**config.mk**
```make
export PLATFORM = sky130hd
export DESIGN_NAME = trig_match_unit
export DESIGN_NICKNAME = d
export VERILOG_FILES = /design/src/rtl/trig_pkg.sv /design/src/rtl/trig_regs.sv /design/src/rtl/trig_lane.sv /design/src/rtl/trig_chain.sv /design/src/rtl/trig_match_unit.sv
export SDC_FILE = /design/constraint.sdc
export NUM_CORES = 1
export LEC_CHECK = 0
export CAP_MARGIN = 20
export CORE_MARGIN = 3
export CORE_UTILIZATION = 57
export DETAILED_ROUTE_END_ITERATION = 10
export PLACE_DENSITY = 0.82
export SYNTH_ARGS = -nofsm -noshare
export SYNTH_HDL_FRONTEND = slang
export SYNTH_SLANG_ARGS = --single-unit
```
**constraint.sdc**
```tcl
create_clock -name clk -period 5 [get_ports clk]
set_input_delay 1 -clock clk [delete_from_list [all_inputs] [get_ports clk]]
set_output_delay 1 -clock clk [all_outputs]
set_load 0.01 [all_outputs]
```
**src/rtl/trig_pkg.sv**
```systemverilog
package trig_pkg;
  localparam int WORD_W = 64;

  localparam logic [3:0] TYPE_ADDR = 4'd2;
  localparam logic [3:0] TYPE_OFF  = 4'd15;

  localparam logic [3:0] MODE_EQ = 4'd0;
  localparam logic [3:0] MODE_GE = 4'd2;
  localparam logic [3:0] MODE_LT = 4'd3;

  localparam logic [3:0] ACT_BRK = 4'd0;
  localparam logic [3:0] ACT_DBG = 4'd1;

  typedef enum logic [1:0] {
    ACC_EXEC  = 2'd0,
    ACC_LOAD  = 2'd1,
    ACC_STORE = 2'd2
  } acc_kind_e;

  typedef struct packed {
    logic [3:0] typ;
    logic       sel;
    logic [3:0] mode;
    logic       en_m;
    logic       en_s;
    logic       en_u;
    logic       en_x;
    logic       en_st;
    logic       en_ld;
  } lane_cfg_t;

  // Legal form of a control word as it will be stored.
  function automatic logic [WORD_W-1:0] legalize_ctrl(input logic [WORD_W-1:0] w,
                                                      input logic dbg,
                                                      input logic chn);
    logic [WORD_W-1:0] r;
    logic              dm;
    r  = w;
    dm = w[59] & dbg;
    if (w[63:60] != TYPE_ADDR) begin
      r = {TYPE_OFF, 60'd0};
    end else begin
      r[59]    = dm;
      r[58:20] = '0;
      r[19]    = w[19] & w[2];
      r[18:16] = '0;
      r[15:12] = ((w[15:12] == ACT_BRK) || (w[15:12] == ACT_DBG && dm)) ? w[15:12] : ACT_BRK;
      r[11]    = w[11] & chn;
      r[10:7]  = (w[10:7] == MODE_GE || w[10:7] == MODE_LT) ? w[10:7] : MODE_EQ;
      r[5]     = 1'b0;
    end
    return r;
  endfunction

  // Unsigned comparison selected by the compare mode.
  function automatic logic cmp_hit(input logic [3:0] mode,
                                   input logic [WORD_W-1:0] v,
                                   input logic [WORD_W-1:0] ref_v);
    case (mode)
      MODE_GE: return v >= ref_v;
      MODE_LT: return v <  ref_v;
      default: return v == ref_v;
    endcase
  endfunction
endpackage

```
**src/rtl/trig_regs.sv**
```systemverilog
module trig_regs
  import trig_pkg::*;
#(
  parameter int NUM_TRIG = 4,
  parameter int SEL_W    = 2
) (
  input  logic              clk,
  input  logic              rst_n,
  input  logic              wr_en,
  input  logic [1:0]        wr_addr,
  input  logic [WORD_W-1:0] wr_data,
  input  logic              chainable,
  input  logic              debug_mode,
  input  logic              trap_enter_m,
  input  logic              ret_from_m,
  output logic [SEL_W-1:0]  sel_q,
  output logic [WORD_W-1:0] ctrl_q [NUM_TRIG],
  output logic [WORD_W-1:0] cmp_q  [NUM_TRIG],
  output logic              mte_q,
  output logic              mpte_q
);
  localparam logic [WORD_W-1:0] NUM_W    = WORD_W'(NUM_TRIG);
  localparam logic [WORD_W-1:0] CTRL_RST = {TYPE_OFF, 60'd0};

  logic sel_wr_ok;
  assign sel_wr_ok = wr_en && (wr_addr == 2'd0) && (wr_data < NUM_W);

  always_ff @(posedge clk or negedge rst_n) begin
    if (!rst_n) begin
      sel_q <= '0;
      for (int i = 0; i < NUM_TRIG; i++) begin
        ctrl_q[i] <= CTRL_RST;
        cmp_q[i]  <= '0;
      end
    end else begin
      if (sel_wr_ok) sel_q <= wr_data[SEL_W-1:0];
      if (wr_en && wr_addr == 2'd1) ctrl_q[sel_q] <= legalize_ctrl(wr_data, debug_mode, chainable);
      if (wr_en && wr_addr == 2'd2) cmp_q[sel_q] <= wr_data;
    end
  end

  always_ff @(posedge clk or negedge rst_n) begin
    if (!rst_n) begin
      mte_q  <= 1'b0;
      mpte_q <= 1'b0;
    end else if (trap_enter_m) begin
      mpte_q <= mte_q;
      mte_q  <= 1'b0;
    end else if (ret_from_m) begin
      mte_q  <= mpte_q;
    end else if (wr_en && wr_addr == 2'd3) begin
      mte_q  <= wr_data[3];
      mpte_q <= wr_data[7];
    end
  end

  AST_SEL_IN_RANGE: assert property (@(posedge clk) disable iff (!rst_n) WORD_W'(sel_q) < NUM_W);
  AST_TRAP_SAVES_MTE: assert property (@(posedge clk) disable iff (!rst_n)
    trap_enter_m |=> (!mte_q && mpte_q == $past(mte_q)));
  AST_RET_RESTORES_MTE: assert property (@(posedge clk) disable iff (!rst_n)
    (ret_from_m && !trap_enter_m) |=> (mte_q == $past(mpte_q)));

  for (genvar g = 0; g < NUM_TRIG; g++) begin : g_type_chk
    AST_TYPE_LEGAL: assert property (@(posedge clk) disable iff (!rst_n)
      (ctrl_q[g][63:60] == TYPE_ADDR) || (ctrl_q[g][63:60] == TYPE_OFF));
  end
endmodule

```
**src/rtl/trig_lane.sv**
```systemverilog
module trig_lane
  import trig_pkg::*;
(
  input  lane_cfg_t         cfg,
  input  logic [WORD_W-1:0] cmp_val,
  input  logic              acc_valid,
  input  logic [1:0]        acc_kind,
  input  logic [WORD_W-1:0] acc_addr,
  input  logic [WORD_W-1:0] acc_data,
  input  logic [1:0]        acc_priv,
  input  logic              mte,
  input  logic              debug_mode,
  output logic              matched
);
  logic              kind_ok;
  logic              priv_ok;
  logic [WORD_W-1:0] probe;

  always_comb begin
    case (acc_kind)
      ACC_EXEC:  kind_ok = cfg.en_x;
      ACC_LOAD:  kind_ok = cfg.en_ld;
      ACC_STORE: kind_ok = cfg.en_st;
      default:   kind_ok = 1'b0;
    endcase
    case (acc_priv)
      2'd0:    priv_ok = cfg.en_u;
      2'd1:    priv_ok = cfg.en_s;
      2'd3:    priv_ok = cfg.en_m & mte;
      default: priv_ok = 1'b0;
    endcase
    probe   = cfg.sel ? acc_data : acc_addr;
    matched = acc_valid && !debug_mode && (cfg.typ == TYPE_ADDR) && kind_ok && priv_ok
              && cmp_hit(cfg.mode, probe, cmp_val);
  end
endmodule

```
**src/rtl/trig_chain.sv**
```systemverilog
module trig_chain #(
  parameter int NUM_TRIG  = 4,
  parameter int MAX_CHAIN = 2,
  parameter int SEL_W     = 2
) (
  input  logic                clk,
  input  logic                rst_n,
  input  logic [NUM_TRIG-1:0] matched,
  input  logic [NUM_TRIG-1:0] chain,
  input  logic [NUM_TRIG-1:0] act_dbg,
  input  logic [NUM_TRIG-1:0] dmode,
  output logic                fire_any,
  output logic [SEL_W-1:0]    win_idx,
  output logic                win_act,
  output logic                chain_illegal
);
  logic [NUM_TRIG-1:0] fire;
  logic [SEL_W-1:0]    head_of [NUM_TRIG];
  logic                win_dmode;

  always_comb begin
    logic            prev_chain;
    logic            ok;
    logic [SEL_W-1:0] hd;
    int              run;
    prev_chain    = 1'b0;
    ok            = 1'b0;
    hd            = '0;
    run           = 0;
    chain_illegal = 1'b0;
    fire          = '0;
    for (int i = 0; i < NUM_TRIG; i++) begin
      if (!prev_chain) hd = SEL_W'(i);
      ok         = matched[i] & (!prev_chain | ok);
      head_of[i] = hd;
      fire[i]    = ok & ((i == NUM_TRIG - 1) | !chain[i]);
      run        = chain[i] ? run + 1 : 0;
      if (run > MAX_CHAIN) chain_illegal = 1'b1;
      prev_chain = chain[i];
    end
  end

  always_comb begin
    fire_any  = 1'b0;
    win_idx   = '0;
    for (int i = NUM_TRIG - 1; i >= 0; i--) begin
      if (fire[i] && !chain_illegal) begin
        fire_any = 1'b1;
        win_idx  = head_of[i];
      end
    end
    win_act   = act_dbg[win_idx];
    win_dmode = dmode[win_idx];
  end

  AST_ILLEGAL_SUPPRESS: assert property (@(posedge clk) disable iff (!rst_n)
    chain_illegal |-> !fire_any);
  AST_DEBUG_ACT_DMODE: assert property (@(posedge clk) disable iff (!rst_n)
    (fire_any && win_act) |-> win_dmode);
endmodule

```
**src/rtl/trig_match_unit.sv**
```systemverilog
module trig_match_unit
  import trig_pkg::*;
#(
  parameter int NUM_TRIG  = 4,
  parameter int MAX_CHAIN = 2,
  localparam int SEL_W    = (NUM_TRIG > 1) ? $clog2(NUM_TRIG) : 1
) (
  input  logic              clk,
  input  logic              rst_n,
  input  logic              wr_en,
  input  logic [1:0]        wr_addr,
  input  logic [63:0]       wr_data,
  input  logic              chainable,
  input  logic              debug_mode,
  input  logic              trap_enter_m,
  input  logic              ret_from_m,
  input  logic              acc_valid,
  input  logic [1:0]        acc_kind,
  input  logic [63:0]       acc_addr,
  input  logic [63:0]       acc_data,
  input  logic [1:0]        acc_priv,
  output logic [SEL_W-1:0]  rd_sel,
  output logic [63:0]       rd_ctrl,
  output logic [63:0]       rd_cmp,
  output logic              mte,
  output logic              mpte,
  output logic              hit_valid,
  output logic [SEL_W-1:0]  hit_idx,
  output logic              hit_debug
);
  logic [WORD_W-1:0]   ctrl_q [NUM_TRIG];
  logic [WORD_W-1:0]   cmp_q  [NUM_TRIG];
  logic [SEL_W-1:0]    sel_q;
  logic                mte_q, mpte_q;
  logic [NUM_TRIG-1:0] matched, chain_bits, act_bits, dmode_bits;
  logic                fire_any, win_act, chain_illegal;
  logic [SEL_W-1:0]    win_idx;

  trig_regs #(.NUM_TRIG(NUM_TRIG), .SEL_W(SEL_W)) u_regs (
    .clk(clk), .rst_n(rst_n), .wr_en(wr_en), .wr_addr(wr_addr), .wr_data(wr_data),
    .chainable(chainable), .debug_mode(debug_mode), .trap_enter_m(trap_enter_m),
    .ret_from_m(ret_from_m), .sel_q(sel_q), .ctrl_q(ctrl_q), .cmp_q(cmp_q),
    .mte_q(mte_q), .mpte_q(mpte_q)
  );

  for (genvar g = 0; g < NUM_TRIG; g++) begin : g_lane
    lane_cfg_t cfg;
    assign cfg = '{typ: ctrl_q[g][63:60], sel: ctrl_q[g][19], mode: ctrl_q[g][10:7],
                   en_m: ctrl_q[g][6], en_s: ctrl_q[g][4], en_u: ctrl_q[g][3],
                   en_x: ctrl_q[g][2], en_st: ctrl_q[g][1], en_ld: ctrl_q[g][0]};
    assign chain_bits[g] = ctrl_q[g][11];
    assign act_bits[g]   = ctrl_q[g][12];
    assign dmode_bits[g] = ctrl_q[g][59];
    trig_lane u_lane (
      .cfg(cfg), .cmp_val(cmp_q[g]), .acc_valid(acc_valid), .acc_kind(acc_kind),
      .acc_addr(acc_addr), .acc_data(acc_data), .acc_priv(acc_priv), .mte(mte_q),
      .debug_mode(debug_mode), .matched(matched[g])
    );
  end

  trig_chain #(.NUM_TRIG(NUM_TRIG), .MAX_CHAIN(MAX_CHAIN), .SEL_W(SEL_W)) u_chain (
    .clk(clk), .rst_n(rst_n), .matched(matched), .chain(chain_bits), .act_dbg(act_bits),
    .dmode(dmode_bits), .fire_any(fire_any), .win_idx(win_idx), .win_act(win_act),
    .chain_illegal(chain_illegal)
  );

  always_ff @(posedge clk or negedge rst_n) begin
    if (!rst_n) begin
      hit_valid <= 1'b0;
      hit_idx   <= '0;
      hit_debug <= 1'b0;
    end else begin
      hit_valid <= fire_any;
      hit_idx   <= fire_any ? win_idx : '0;
      hit_debug <= fire_any & win_act;
    end
  end

  assign rd_sel  = sel_q;
  assign rd_ctrl = ctrl_q[sel_q];
  assign rd_cmp  = cmp_q[sel_q];
  assign mte     = mte_q;
  assign mpte    = mpte_q;

  AST_NO_HIT_IN_DEBUG: assert property (@(posedge clk) disable iff (!rst_n)
    debug_mode |=> !hit_valid);
  AST_HIT_NEEDS_ACCESS: assert property (@(posedge clk) disable iff (!rst_n)
    hit_valid |-> $past(acc_valid));
endmodule

```
Word-level counts from Yosys, hierarchy flattened
Index checks and enable logic that the tools add are counted.

Mux-type cells: 65. Bitwise gates (word level): 18. Eq/ne operators: 28. Add/sub/neg operators: 3. Reduce and logical (&&, ||, !) cells: 42. Order comparisons: 16.

Operators by type and width (number): $mux W64 (9); $bwmux W256 (2); $bmux W64 S2 (2); $eq A64 B64 Y1 (4); $ge A64 B64 Y1 (4); $lt A64 B64 Y1 (4); $demux W64 S2 (1); $gt A32 B3 Y1 const B (4); $mux W53 (2); $add A32 B2 Y32 const B (3); $mux W32 (3); $lt A64 B3 Y1 const B (1); $eq A4 B2 Y1 const B (14); $logic_and A1 B1 Y1 (28); $pmux W1 S3 (8); $mux W1 (20); $mux W4 (4); $and A1 B1 Y1 (14); $mux W2 (7); $mux W5 (2); $eq A2 B2 Y1 const B (4); $pmux W1 S2 (4); $eq A2 B1 Y1 const B (3); $logic_not A2 Y1 (3); 15 further kinds (22).

Output and inout port bits: 136. Flip-flop bits (word level): 520. Logic and storage cells: 186.

Logic depth before layout (Yosys ltp)
Depth after elaboration: 20. Depth in mapped cells: 16.

Cells and area by module
A second synthesis with hierarchy kept.

Cells, all modules: 2496. Area, all modules: 27914.3 µm².

By module, submodules not included: trig_regs (cells an instance 1017, area an instance 14237.4 µm², times used 1); trig_match_unit (cells an instance 163, area an instance 3315.7 µm², times used 1); trig_lane (g_lane[0].u_lane) (cells an instance 316, area an instance 2528.7 µm², times used 1); trig_lane (g_lane[3].u_lane) (cells an instance 319, area an instance 2509.9 µm², times used 1); trig_lane (g_lane[1].u_lane) (cells an instance 317, area an instance 2493.6 µm², times used 1); trig_lane (g_lane[2].u_lane) (cells an instance 322, area an instance 2487.4 µm², times used 1); trig_chain (cells an instance 42, area an instance 341.6 µm², times used 1).

Worst setup path before layout
Ideal clock, no wire load.

Path kind: register -> register. Start point: register u_regs.ctrl_q[147] (netlist name). End point: register hit_debug. Library setup time: 0.119 ns. Buffers on the path: 2. Arrival: 4.030 ns. Stages on the path, launching flop included: 17. Slack: 0.851 ns. Cell sequence: dfrtp_1 > clkbuf_1 > clkbuf_1 > mux2_2 > ha_1 > nand4_2 > or3_4 > nor4_4 > nand3_2 > a21o_4 > and2_4 > a311oi_4 > mux2i_2 > a2111oi_4 > a211oi_2 > mux2i_1 > and2_1.

Word-level cells in the longest chain between the ends: 17. Elaborated cells between the ends (all ways): 27. Those cells by class: order compare (2); eq/ne (1); mux (12); bitwise (8); reduce/logical (4).

RTL lines: start, declared (line trig_regs.sv:17) `output logic [WORD_W-1:0] ctrl_q [NUM_TRIG],`; start signal, assigned by index (line trig_regs.sv:37) `if (wr_en && wr_addr == 2'd1) ctrl_q[sel_q] <= legalize_ctrl(wr_data, debug_mode, chainable);`; $mux W64 * (line trig_lane.sv:32) `probe = cfg.sel ? acc_data : acc_addr;`; $lt A64 B64 Y1, or another cell as far along (line trig_pkg.sv:61) `MODE_LT: return v < ref_v;`; $pmux W1 S2 * (line trig_pkg.sv:59) `case (mode)`; $logic_and A1 B1 Y1 * (line trig_lane.sv:34) `&& cmp_hit(cfg.mode, probe, cmp_val);`; $and A1 B1 Y1 * (line trig_chain.sv:34) `ok = matched[i] & (!prev_chain | ok);`; $or A1 B1 Y1 (line trig_chain.sv:34); $and A1 B1 Y1 (line trig_chain.sv:34); $or A1 B1 Y1 (line trig_chain.sv:34); $and A1 B1 Y1 (line trig_chain.sv:34); $logic_and A1 B1 Y1 (line trig_chain.sv:47) `if (fire[i] && !chain_illegal) begin`; $mux W2 (4 in series) (line trig_chain.sv:47); $bmux W1 S2 (line trig_chain.sv:52) `win_act = act_dbg[win_idx];`; $mux W1 (not written as such) (line trig_chain.sv:52); $and A1 B1 Y1 * (line trig_match_unit.sv:75) `hit_debug <= fire_any & win_act;`; end signal, assigned (line trig_match_unit.sv:75); end, declared (line trig_match_unit.sv:29) `output logic hit_debug`.

Every way passes the cells marked *; elsewhere a longest branch is shown, timed or not. The select of a mux whose other input is x is not followed. A chain may end at the register's enable or synchronous reset.

Worst setup path after layout
Start point: input port acc_data[55]. End point: register hit_debug.

Word-level cells in the longest chain between the ends: 18. Elaborated cells between the ends (all ways): 48. Those cells by class: order compare (8); eq/ne (4); mux (18); bitwise (10); reduce/logical (8).

RTL lines: start, declared (line trig_match_unit.sv:20) `input logic [63:0] acc_data,`; $mux W64 (line trig_lane.sv:32); $lt A64 B64 Y1, or another cell as far along (line trig_pkg.sv:61); $pmux W1 S2 (line trig_pkg.sv:59); $logic_and A1 B1 Y1 (line trig_lane.sv:34); $or A1 B1 Y1 (line trig_chain.sv:34); $and A1 B1 Y1 (line trig_chain.sv:34); $or A1 B1 Y1 (line trig_chain.sv:34); $and A1 B1 Y1 (line trig_chain.sv:34); $or A1 B1 Y1 (line trig_chain.sv:34); $and A1 B1 Y1 (line trig_chain.sv:34); $logic_and A1 B1 Y1 (line trig_chain.sv:47); $mux W2 (4 in series) (line trig_chain.sv:47); $bmux W1 S2 (line trig_chain.sv:52); $mux W1 (not written as such) (line trig_chain.sv:52); $and A1 B1 Y1 * (line trig_match_unit.sv:75).

Marks and branches as above.

==> flow_results.org <==
** Outcome
- Outcome :: completed

** Placement
- Placed wire-length estimate after detailed placement :: 62,920 um
- Cell Area, Placed :: 0.02938 mm^2
- Setup slack after placement :: -0.1214 ns
- At the end of routability-driven placement, the weighted congestion stood at 0.9669.
- Buffers placed on the I/O ports in this run total 298.

** Drt
- Routed wire length per instance :: 24.01 um
- Wires add up to 84,440 um.
- Ratio of routed vias to standard cells :: 6.254
- Detailed Route Iter0 Violations :: 2,143
- For this block, the via count after detailed routing is 22.00k.
- The first TritonRoute pass finished after 6 iterations.
- Count of unresolved DRC violations after routing :: 0
- The count of nets left with antenna violations once routing finished came out at 0.

** Timing
- For the pin with the worst max-slew slack, the measured transition is 1.019 ns.
- Post-layout minimum cycle time :: 4.591 ns
- Final hold violations :: 0
- Summed over all failing endpoints, the final setup total negative slack is 0 ns.
- Hold Slack :: 0.4528 ns
- Setup slack closes at 0.4092 ns.
- Number of endpoints failing setup at the final stage :: 0
- Max-slew violation total from the final report :: 0
- Across the routed clock network, the largest skew measured is 0.02878 ns.
- Setup repair after global routing missed its margin :: false
- After layout, the worst path uses 91.82% of the clock period.
- Peak Freq :: 0.2178 GHz
- In this run the tightest slew margin relative to its limit is 32.05%.

** Critical path
- Walking the worst path, the cells encountered are clkdlybuf4s50_1 -> mux2_2 -> ha_1 -> buf_4 -> a21oi_1 -> o21ai_0 -> a221oi_1 -> o21ai_0 -> a211oi_1 -> buf_4 -> and2_4 -> nand3_1 -> a41oi_1 -> o221a_2 -> mux2i_1 -> mux2i_1 -> and2_1.
- Critical-path cell with the highest stage delay :: sky130_fd_sc_hd__clkdlybuf4s50_1
- Type of the worst setup path :: in -> reg
- On the worst path, the slowest cell contributes a delay of 0.45 ns.
- Arr. time, crit path :: 5.06 ns
- Sum of buffers and inverters on the critical path :: 3
- The worst setup path is captured at a flop.
- Category of cells accounting for the largest share of critical-path delay :: compound AO/OA/AOI/OAI gates
- Of all nets on the critical path, the largest fanout is 5.
- Required time at the worst-slack endpoint :: 5.46 ns
- Worst Setup Start Kind :: input port

** Yosys
- sky130_fd_sc_hd__dfrtp_1 is the most common cell in the netlist.
- Warnings from Yosys :: 0
- Yosys top cell by area :: sky130_fd_sc_hd__dfrtp_1
- In the synthesized netlist the async set-or-reset flop fraction comes to 100.0%.
- The most used flip-flop cell after synthesis is sky130_fd_sc_hd__dfrtp_1.
- In this run, synthesis inferred 0 flip-flops with an integrated enable.
- In the post-synthesis netlist, the biggest area contributors are sky130_fd_sc_hd__dfrtp_1 33%, sky130_fd_sc_hd__mux2_2 14%, sky130_fd_sc_hd__ha_1 13%.
- Post-Syn Area per Cell :: 9.836 um^2
- The mapped netlist covers 0.02539 mm^2.
- Cell types with the highest counts after synthesis :: 332 x sky130_fd_sc_hd__dfrtp_1, 321 x sky130_fd_sc_hd__mux2_2, 317 x sky130_fd_sc_hd__nand2_1
- Of the synthesized area, sequential elements account for 34.38%.
- Unique masters post-synth :: 79
- Counting flops and latches in the post-synthesis netlist gives 348.
- After technology mapping, the gate count stands at 2,581.
- Area share of the largest cell type after synthesis :: 32.73%

** GRT
- Global routing met2 resource utilization :: 56.91%
- met2 is the most crowded layer.
- Pin count of the biggest net entering global routing :: 121
- For this run, the total global-route usage over all layers was measured as 35.58%.
- For met1 alone, demand over resource in global routing was 48.74%.
- Global routing usage on met3 :: 6.898%
- After global routing the overflow that remains totals 0.
- Number of global-route vias before repair :: 22.32k
- The first global-routing pass estimated 130,000 um of wire.
- Antenna violations before repair :: 4

** CTS
- H-tree depth :: 2
- In this run, CTS created clock tree buffers numbering 41.
- # resized after CTS :: 0
- Cell at the root of the clock tree :: sky130_fd_sc_hd__clkbuf_16
- CTS sink cnt :: 348
- TritonCTS built the clock tree.
- After clock tree synthesis, the clock-pin slew on the worst setup and hold paths is 0.06 ns.
- Post-CTS setup buffer count :: 0
- The clock passes through at most 3 buffers.
- Hold-fix buffer count after cts :: 0
- The later pin in the worst-skew pair is clocked with a latency of 0.60 ns.

** Final layout
- In the final design database the tool counted 3,361 nets.
- Relative to the synthesized area, the layout overhead comes to 21.81%.
- Fill cell instance count of the final layout :: 3,264
- After routing the design area is 0.03092 mm^2.
- In the final layout, flip-flops and latches occupy 0.008741 mm^2.
- In the final layout, the multi-input gates occupy 0.01507 mm^2.
- Fraction of layout cells with a size suffix above 1 :: 21.16%

** Power
- The analysis attributes to cell leakage a power of 0.01381 uW.
- In this run the power density over the cells is 267.8 mW/mm^2.
- The worst-case IR drop observed on VDD is 0.2272 mV.

** Die
- Height of the chip :: 217.0 um
- From left edge to right edge, the die measures 217.0 um.
- In this run the core area contains 76 standard-cell rows.
- Die Area :: 0.04710 mm^2
- Starting density of the core :: 58.29%
- During I/O placement, the number of pins put on the boundary was 342.
- In this run the standard cell core region covers 0.04355 mm^2.

** Flow run
- Across the run, the number of max-cap violations was 0.

** Hold path
- The path class of the tightest hold or removal check is in -> async.
per-layer routing:
metal  up-vias  share of wire (%)
li1       9830                  -
met1     10881                 41
met2      1090                 46
met3       190                9.0
met4         4                3.6
met5         -              0.025
per-stage QoR:
step	utilization [%]	std cells	power [uW]
after floorplan	-	2623	4040
after global placement	67.46	3439	4854
after detailed placement	67.46	3439	4903
after CTS	70.99	3515	8280
after global routing	71.00	3517	8599
final	71.00	3517	8280
cell type report:
class	count	area share, %
repair buffers	387	12.35
diodes	2	0.01618
multi-input cells	1848	48.74
clock buffers	55	3.844
flip-flops and latches	348	28.27
inverters	271	3.290
well taps	585	2.367
clock inverters	21	1.125
final timing paths:
| path | depth (start not counted) | slack (ns) | endpoint | startpoint |
|---|---|---|---|---|
| worst max-delay path | 17 | 0.41 | hit_debug$_DFF_PN0_ | acc_data[55] |
| worst max register to register | 17 | 0.51 | hit_debug$_DFF_PN0_ | u_regs.ctrl_q[147]$_DFFE_PN0P_ |
| max in group asynchronous | 2 | 3.33 | u_regs.cmp_q[50]$_DFFE_PN0P_ | rst_n |
| worst min register to register | 2 | 0.48 | u_regs.ctrl_q[187]$_DFFE_PN0P_ | u_regs.ctrl_q[187]$_DFFE_PN0P_ |
| worst min-delay path | 1 | 0.45 | u_regs.cmp_q[155]$_DFFE_PN0P_ | rst_n |
| min in group clk | 2 | 0.48 | u_regs.ctrl_q[187]$_DFFE_PN0P_ | u_regs.ctrl_q[187]$_DFFE_PN0P_ |
registers in the layout (all words and copies together) (netlist names):
register       cells
hit_valid          1
u_regs.mte_q       1
hit_idx            2
u_regs.mpte_q      1
u_regs.ctrl_q     84
hit_debug          1
u_regs.sel_q       2
u_regs.cmp_q     256
cells in the final DEF, fill, tap and decap left out, types with 5 or more instances in the layout:
cell / instances
sky130_fd_sc_hd__dfrtp_1: 326
sky130_fd_sc_hd__mux2_2: 321
sky130_fd_sc_hd__nand2_1: 317
sky130_fd_sc_hd__clkdlybuf4s50_1: 297
sky130_fd_sc_hd__o21ai_0: 278
sky130_fd_sc_hd__inv_1: 271
sky130_fd_sc_hd__ha_1: 258
sky130_fd_sc_hd__a21oi_1: 107
sky130_fd_sc_hd__mux4_2: 85
sky130_fd_sc_hd__buf_4: 76
sky130_fd_sc_hd__nand4_1: 68
sky130_fd_sc_hd__conb_1: 43
sky130_fd_sc_hd__clkbuf_16: 41
sky130_fd_sc_hd__nand3_1: 39
sky130_fd_sc_hd__nor2_1: 36
sky130_fd_sc_hd__nor4_1: 29
sky130_fd_sc_hd__and2_1: 28
sky130_fd_sc_hd__nor3_1: 26
sky130_fd_sc_hd__a21o_1: 19
sky130_fd_sc_hd__nand2b_1: 16
sky130_fd_sc_hd__o21a_1: 16
sky130_fd_sc_hd__dfstp_2: 16
sky130_fd_sc_hd__mux2i_1: 13
sky130_fd_sc_hd__nor2b_1: 13
sky130_fd_sc_hd__a221oi_1: 13
sky130_fd_sc_hd__buf_12: 13
sky130_fd_sc_hd__clkbuf_8: 11
sky130_fd_sc_hd__o211ai_1: 9
sky130_fd_sc_hd__a211oi_1: 8
sky130_fd_sc_hd__or3_1: 8
sky130_fd_sc_hd__bufinv_16: 7
sky130_fd_sc_hd__a31oi_1: 6
sky130_fd_sc_hd__and4_1: 6
sky130_fd_sc_hd__clkinv_2: 6
sky130_fd_sc_hd__a21boi_0: 5
worst register-to-register path, cell delays in order (launching register included):
cell                       delay, ns
sky130_fd_sc_hd__dfrtp_2        0.41
sky130_fd_sc_hd__buf_12         0.25
sky130_fd_sc_hd__mux2_2         0.38
sky130_fd_sc_hd__ha_1           0.29
sky130_fd_sc_hd__buf_4          0.14
sky130_fd_sc_hd__a21oi_1        0.13
sky130_fd_sc_hd__o21ai_0        0.24
sky130_fd_sc_hd__a221oi_1       0.44
sky130_fd_sc_hd__o21ai_0        0.20
sky130_fd_sc_hd__a211oi_1       0.36
sky130_fd_sc_hd__buf_4          0.21
sky130_fd_sc_hd__and2_4         0.17
sky130_fd_sc_hd__nand3_1        0.14
sky130_fd_sc_hd__a41oi_1        0.25
sky130_fd_sc_hd__o221a_2        0.27
sky130_fd_sc_hd__mux2i_1        0.22
sky130_fd_sc_hd__mux2i_1        0.09
sky130_fd_sc_hd__and2_1         0.16
power by group:
group | switching, uW | internal, uW
clock | 1320 | 2060
sequential | 121 | 2990
combinational | 908 | 883
kinds of logic (layout without fill, tap and decap cells):
logic type      Yosys count  after routing  synth area share (%)
fa+ha+maj               258            258                 12.72
compound gates          508            508                 11.80
buf+inv                 427            734                 6.954
flops                   348            348                 34.38
simple gates            619            619                 11.78
other cells               1             45               0.01477
mux                     420            420                 22.35
Note: power is estimated with default switching activity, not from simulation.
